$ cat config.mk
export PLATFORM = sky130hd
export DESIGN_NAME = cycle_page_map
export DESIGN_NICKNAME = d
export VERILOG_FILES = /design/src/rtl/pgmap_pkg.sv /design/src/rtl/pgmap_ctrl.sv /design/src/rtl/pgmap_dpath.sv /design/src/rtl/cycle_page_map.sv
export SDC_FILE = /design/constraint.sdc
export NUM_CORES = 1
export LEC_CHECK = 0
export BUFFER_PORTS_ARGS = -buffer_cell sky130_fd_sc_hd__buf_2
export CAP_MARGIN = 30
export CELL_PAD_IN_SITES_DETAIL_PLACEMENT = 0
export CELL_PAD_IN_SITES_GLOBAL_PLACEMENT = 2
export CORE_ASPECT_RATIO = 0.75
export CORE_MARGIN = 4
export CORE_UTILIZATION = 18
export CTS_CLUSTER_SIZE = 24
export DETAILED_ROUTE_END_ITERATION = 12
export PLACE_DENSITY = 0.79
export SLEW_MARGIN = 20
export SYNTH_ARGS = -nofsm -noshare
export SYNTH_HDL_FRONTEND = slang
export SYNTH_SLANG_ARGS = --single-unit
export TNS_END_PERCENT = 5
$ cat constraint.sdc
create_clock -name clk -period 2.1 [get_ports clk]
set_input_delay 0.21 -clock clk [delete_from_list [all_inputs] [get_ports clk]]
set_output_delay 0.21 -clock clk [all_outputs]
set_load 0.1 [all_outputs]
$ cat src/rtl/pgmap_pkg.sv
package pgmap_pkg;

  // Decoded bus-cycle strobes passed from control to datapath.
  typedef struct packed {
    logic regWr;     // I/O write to the mapping port
    logic regRd;     // I/O read of the mapping port
    logic fetchCyc;  // opcode fetch memory read
    logic readCyc;   // ordinary memory read
    logic writeCyc;  // memory write
  } busStrobe_t;

  localparam int PAGE_FIELDS = 3;
  localparam int FLD_READ  = 0;
  localparam int FLD_WRITE = 1;
  localparam int FLD_FETCH = 2;

endpackage

$ cat src/rtl/pgmap_ctrl.sv
module pgmap_ctrl
  import pgmap_pkg::*;
#(
  parameter int          PORT_W    = 8,
  parameter logic [7:0]  PAGE_PORT = 8'hFC
) (
  input  logic              clk,
  input  logic              rstN,
  input  logic [PORT_W-1:0] ioAddr,
  input  logic              ioReqN,
  input  logic              memReqN,
  input  logic              rdN,
  input  logic              wrN,
  input  logic              fetchN,
  output busStrobe_t        strb
);

  logic portHit;
  logic ioCyc;
  logic memCyc;

  assign portHit = (ioAddr == PAGE_PORT[PORT_W-1:0]);
  assign ioCyc   = !ioReqN && memReqN;
  assign memCyc  = !memReqN && ioReqN;

  always_comb begin
    strb          = '0;
    strb.regWr    = ioCyc && !wrN && portHit;
    strb.regRd    = ioCyc && !rdN && fetchN && portHit;
    strb.fetchCyc = memCyc && !rdN && !fetchN;
    strb.readCyc  = memCyc && !rdN && fetchN;
    strb.writeCyc = memCyc && !wrN && rdN;
  end

  // At most one memory cycle kind at a time.
  AST_ONE_CYCLE_KIND: assert property (@(posedge clk) disable iff (!rstN)
    $onehot0({strb.fetchCyc, strb.readCyc, strb.writeCyc}));
  // A register access never coincides with a memory cycle.
  AST_IO_NOT_MEM: assert property (@(posedge clk) disable iff (!rstN)
    (strb.regWr || strb.regRd) |-> !(strb.fetchCyc || strb.readCyc || strb.writeCyc));

endmodule

$ cat src/rtl/pgmap_dpath.sv
module pgmap_dpath
  import pgmap_pkg::*;
#(
  parameter int          ADDR_W    = 16,
  parameter int          EXT_W     = 2,
  parameter int          DATA_W    = 8,
  parameter logic [15:0] ROM_LIMIT = 16'h2000
) (
  input  logic                    clk,
  input  logic                    rstN,
  input  busStrobe_t              strb,
  input  logic [ADDR_W-1:0]       cpuAddr,
  input  logic [DATA_W-1:0]       cpuDataIn,
  output logic [DATA_W-1:0]       cpuDataOut,
  output logic                    cpuDataOe,
  output logic [ADDR_W+EXT_W-1:0] physAddr,
  output logic                    ramSel,
  output logic                    romSel
);

  localparam int SPARE_BIT   = PAGE_FIELDS * EXT_W;
  localparam int OVERLAY_BIT = DATA_W - 1;
  localparam logic [DATA_W-1:0] STORE_MASK = ~(DATA_W'(1) << SPARE_BIT);

  logic [DATA_W-1:0] pageReg;
  logic [EXT_W-1:0]  pageField [PAGE_FIELDS];
  logic [EXT_W-1:0]  pageSel;
  logic              overlayOn;
  logic              inRomWin;
  logic              anyRead;

  always_ff @(posedge clk or negedge rstN) begin
    if (!rstN) begin
      pageReg <= '0;
    end else if (strb.regWr) begin
      pageReg <= cpuDataIn & STORE_MASK;
    end
  end

  for (genvar g = 0; g < PAGE_FIELDS; g++) begin : gField
    assign pageField[g] = pageReg[g*EXT_W +: EXT_W];
  end

  always_comb begin
    if (strb.fetchCyc)      pageSel = pageField[FLD_FETCH];
    else if (strb.writeCyc) pageSel = pageField[FLD_WRITE];
    else                    pageSel = pageField[FLD_READ];
  end

  assign overlayOn = !pageReg[OVERLAY_BIT];
  assign inRomWin  = (cpuAddr < ROM_LIMIT[ADDR_W-1:0]);
  assign anyRead   = strb.readCyc || strb.fetchCyc;

  assign physAddr   = {pageSel, cpuAddr};
  assign romSel     = anyRead && overlayOn && inRomWin;
  assign ramSel     = (anyRead || strb.writeCyc) && !romSel;
  assign cpuDataOe  = strb.regRd;
  assign cpuDataOut = strb.regRd ? pageReg : '0;

  AST_REG_LOAD: assert property (@(posedge clk) disable iff (!rstN)
    strb.regWr |=> pageReg == ($past(cpuDataIn) & STORE_MASK));
  AST_REG_HOLD: assert property (@(posedge clk) disable iff (!rstN)
    !strb.regWr |=> $stable(pageReg));
  AST_SPARE_ZERO: assert property (@(posedge clk) disable iff (!rstN)
    !pageReg[SPARE_BIT]);
  AST_WRITE_NO_ROM: assert property (@(posedge clk) disable iff (!rstN)
    strb.writeCyc |-> (ramSel && !romSel));

endmodule

$ cat src/rtl/cycle_page_map.sv
module cycle_page_map
  import pgmap_pkg::*;
#(
  parameter int          ADDR_W    = 16,
  parameter int          EXT_W     = 2,
  parameter int          DATA_W    = 8,
  parameter int          PORT_W    = 8,
  parameter logic [7:0]  PAGE_PORT = 8'hFC,
  parameter logic [15:0] ROM_LIMIT = 16'h2000
) (
  input  logic                    clk,
  input  logic                    rstN,
  input  logic [ADDR_W-1:0]       cpuAddr,
  input  logic [DATA_W-1:0]       cpuDataIn,
  input  logic                    ioReqN,
  input  logic                    memReqN,
  input  logic                    rdN,
  input  logic                    wrN,
  input  logic                    fetchN,
  output logic [DATA_W-1:0]       cpuDataOut,
  output logic                    cpuDataOe,
  output logic [ADDR_W+EXT_W-1:0] physAddr,
  output logic                    ramSel,
  output logic                    romSel
);

  busStrobe_t strb;

  pgmap_ctrl #(
    .PORT_W   (PORT_W),
    .PAGE_PORT(PAGE_PORT)
  ) ctrl_i (
    .clk    (clk),
    .rstN   (rstN),
    .ioAddr (cpuAddr[PORT_W-1:0]),
    .ioReqN (ioReqN),
    .memReqN(memReqN),
    .rdN    (rdN),
    .wrN    (wrN),
    .fetchN (fetchN),
    .strb   (strb)
  );

  pgmap_dpath #(
    .ADDR_W   (ADDR_W),
    .EXT_W    (EXT_W),
    .DATA_W   (DATA_W),
    .ROM_LIMIT(ROM_LIMIT)
  ) dpath_i (
    .clk       (clk),
    .rstN      (rstN),
    .strb      (strb),
    .cpuAddr   (cpuAddr),
    .cpuDataIn (cpuDataIn),
    .cpuDataOut(cpuDataOut),
    .cpuDataOe (cpuDataOe),
    .physAddr  (physAddr),
    .ramSel    (ramSel),
    .romSel    (romSel)
  );

  AST_LOW_PASS: assert property (@(posedge clk) disable iff (!rstN)
    physAddr[ADDR_W-1:0] == cpuAddr);
  AST_SEL_EXCL: assert property (@(posedge clk) disable iff (!rstN)
    !(ramSel && romSel));
  AST_IDLE_NO_SEL: assert property (@(posedge clk) disable iff (!rstN)
    memReqN |-> !(ramSel || romSel));

endmodule

==> Word-level counts from Yosys, hierarchy flattened <==
Index checks and enable logic that the tools add are counted.
{ "classes": {"mux": 3, "eq_ne": 1, "n_reduce_logical": 24, "n_lt_le_gt_ge": 1} }
{ "ops": {"columns": ["operator", "count"], "rows": [
  ["less-than comparator 16 x 14 -> 1 bit, second input constant", 1],
  ["logical AND 1 bit", 15],
  ["== test 8 bit, second input constant", 1],
  ["two-way mux 8 bit", 1],
  ["logical NOT 1 bit", 7],
  ["two-way mux 2 bit", 2],
  ["logical OR 1 bit", 2]
]} }
{ "word_totals": {"ff_bits": 7, "inputBits": 31, "output_inout_bits": 29} }

==> Logic depth before layout (Yosys ltp) <==
{ "depth": {"ltp_word": 9, "depth_mapped": 3, "depth_no_buf": 3} }

==> Modules after synthesis <==
From an unflattened synthesis, not the netlist that was laid out.
{ "unflattened": {"cells_unflattened": 62, "area_unflattened_um2": 615.6} }
{ "by_module_without_submodules": {"columns": ["mod", "area_per_inst_um2", "instances", "seq_area_each_um2", "cells_each"], "rows": [
  ["pgmap_dpath", 521.8, 1, 175.2, 52],
  ["pgmap_ctrl", 93.8, 1, 0.0, 10]
]} }

==> Worst setup path before layout <==
Ideal clock, no wire load.
{ "synth_timing": {"path_type": "flip-flop to output port", "start": "reg dpath_i.pageReg[7]", "end": "out ramSel", "arrival_time_ps": 6746, "path_stages_with_launch": 4, "n_path_buf": 0, "t_required_ps": 1890, "slack_ps": -4856, "path_cell_list": "dfrtp_1 or4_1 nor4_1 a2111oi_0"} }
{ "synth_between": {"elab_chain_cells": 5} }
{ "synth_lines": {"columns": ["item", "line_no", "rtl"], "rows": [
  ["start: declaration", "pgmap_dpath.sv:25", "logic [DATA_W-1:0] pageReg;"],
  ["start signal: assignment", "pgmap_dpath.sv:36", "pageReg <= cpuDataIn & STORE_MASK;"],
  ["logical NOT 1 bit", "pgmap_dpath.sv:50", "assign overlayOn = !pageReg[OVERLAY_BIT];"],
  ["logical AND 1 bit (2 in a row)", "pgmap_dpath.sv:55", "assign romSel = anyRead && overlayOn && inRomWin;"],
  ["via romSel", "cycle_page_map.sv:24", "output logic romSel"],
  ["logical NOT 1 bit", "pgmap_dpath.sv:56", "assign ramSel = (anyRead || strb.writeCyc) && !romSel;"],
  ["logical AND 1 bit", "pgmap_dpath.sv:56", null],
  ["end: declaration", "cycle_page_map.sv:23", "output logic ramSel,"]
]} }
The timed path passes the listed nets, and every way through them passes these cells.

==> Final worst setup path <==
{ "layout_timing": {"start": "reg dpath_i.pageReg[7]", "end": "out ramSel"} }
{ "layout_between": {"elab_chain_cells": 5} }
{ "layout_lines": {"columns": ["item", "line_no"], "rows": [
  ["logical NOT 1 bit", "pgmap_dpath.sv:50"],
  ["logical AND 1 bit (2 in a row)", "pgmap_dpath.sv:55"],
  ["logical NOT 1 bit", "pgmap_dpath.sv:56"],
  ["logical AND 1 bit", "pgmap_dpath.sv:56"]
]} }
No other way between the ends.

==> metrics <==
Yosys top cell area share=29.5%; Crit Path Max Fanout=3; Seq/Total Area, Yosys=29.5%; post-DP HPWL=1430 um; Biggest register=dpath_i.pageReg; register area=175 sq um; vias in the first global route=578; Max Freq=506 MHz; Resized Gates After CTS=0; Via density=3.98; cell area after layout=0.00102 sq mm; CP startpoint kind=register; Worst-Skew Late Latency=0.22 ns; M1 wire length=544 um; Mapped Nets=88; GRT Util Overall=7.48%; Critical Path RT=1.89 ns; post-synthesis cell area=594 sq um; WP depth=4; clk sinks=7; Crit path largest cell delay=0.44 ns; DP Area=962 sq um; footprint of the multi-input gates=343 sq um; Cells after DPL=126; Leak=0.479 nW; Worst R2R End=dpath_i.pageReg[3]; PD cells=492 mW/mm^2; most frequent cells in the layout=buf_2, buf_12, and2_2, dfrtp_1, mux2_2; highest routed layer=met3; Hold Vio Cnt, Final=0; Root Buffer=clkbuf_8; share of layout cells above drive strength 1=75.3%; gr ovfl total=0; CTS clk-pin slew, worst paths=0.04 ns; Worst slew margin=63.5%; area delta synth->final=71.2%; final core utilization=33.4%; final setup violation count=0; PnR worst setup slack=0.126 ns; num ports=60; Die Wd=74.4 um; Max VDD drop=136 uV; drt pass-1 iters=2; final worst-path cycle share=94.0%; synthesized area per cell=10.4 sq um; CTS buffer count=3; starting density of the core=19.5%; final hold slack=0.206 ns; final net count=125; Hold Path Origin=cpuDataIn[2]; Post-route DRC=0; Pins Over Slew Limit=0; max reg flops=7; worst slack, placed=0.308 ns; final RePlAce weighted congestion=0.660; slowest cell on the critical path=or4_4; Die H=57.8 um; Routed Wire Length=1630 um; H-tree Lvls=1; min-delay worst type=in2reg; Filler cells=322; Final Skew=0 ns; Iter 0 DRT Violations=4; core area=0.00304 sq mm; initial antenna violation count=0; Ys Warns=0; CP delay by family, top=simple AND/OR/NAND/NOR gates; r2r setup slk=1.32 ns; worst flop-to-flop path startpoint=dpath_i.pageReg[3]; n_diodes=0; CP cell instances=or4_4 > nor4_4 > a2111oi_4 > buf_2; Vias=521; status=finished, final reports clean; first-pass GRT wire length=2460 um; wire length on met2=893 um; clk buf depth=2; Final min period=1.97 ns; largest net degree at the start of global routing=9; biggest regs=dpath_i.pageReg: 7 flops; CP endpoint kind=output pin; WS Path Type=reg2out; port buffer count=47; hold depth=2; Worst EP arrival=1.76 ns; max cap viols=0; CTS tree=yes; worst reg-to-reg path cell count=1; Routed wire per std cell=12.4 um; Synth area leader=dfrtp_1; Die Footprint=0.00429 sq mm; postcts setup bufs=0; routed length on met3=188 um; ANT nets after route=0; synth top area cells=dfrtp_1, buf_4, mux2_2; Cell variety after synth=20; commonest non-fill, non-tap cell in the layout=buf_2; final std cells w/o fill=131; Cells after Synth=57; CTS Hold Bufs=1; Critical path buffers and inverters=1; #FFs+latches synth=7; RSZ-0062 raised after global routing=no; slew of the pin with the lowest slew margin=0.544 ns; Min-Delay Endpoint=dpath_i.pageReg[2]; # rows=17
==> cell usage after synthesis <==
library cell,count
a2111oi_0,1
and2_1,7
and4bb_2,1
buf_4,17
conb_1,1
dfrtp_1,7
inv_1,1
mux2_1,2
mux2_2,5
mux2i_1,2
nand2_1,2
nand2b_1,2
nand4_1,1
nand4bb_4,1
nor4_1,1
nor4_2,1
nor4_4,1
nor4b_1,1
o21ai_0,2
or4_1,1
==> area by class of cell <==
class | instances | area share (%)
timing repair buffer | 49 | 39.6
clock buffer | 4 | 4.43
sequential | 7 | 17.2
inverter | 1 | 0.369
tap | 38 | 4.67
multi-input combinational | 32 | 33.7
==> stage by stage <==
stage | power (mW) | setup TNS (ns)
final | 0.500 | 0
after global routing | 0.524 | 0
after CTS | 0.508 | 0
after detailed placement | 0.315 | 0
after global placement | 0.313 | 0
after floorplan | 0.326 | -3.39
==> where the power goes <==
part | internal, mW | leakage [nW] | switching [mW]
Sequential | 0.138 | 0.0975 | 0.00128
Clock | 0.131 | 0.0228 | 0.0552
Combinational | 0.0397 | 0.358 | 0.135
Total | 0.308 | 0.479 | 0.192
==> logic make-up after synthesis <==
logic type	count (synthesis)	share of synthesized area [%]
DFF	7	29.5
and+or+nand+nor	19	28.0
AOI/OAI and AO/OA	3	3.16
other	1	0.631
muxes	9	16.6
buffers and inverters	18	22.1
==> worst max path at each step <==
stage | startpoint | endpoint | slack, ns
after global routing | dpath_i.pageReg[7] | ramSel | 0.07
after global placement | cpuAddr[13] | ramSel | 0.33
after CTS | dpath_i.pageReg[7] | ramSel | 0.11
final | dpath_i.pageReg[7] | ramSel | 0.13
after detailed placement | cpuAddr[13] | ramSel | 0.31
after floorplan | cpuAddr[5] | cpuDataOut[0] | -0.41
==> routing by layer <==
layer	global-route usage, %	vias to the layer above
li1	-	256
met1	6.74	237
met2	14.5	28
met3	3.12	0
met4	3.05	0
met5	0	-
Power figures use the tool's default switching activity.
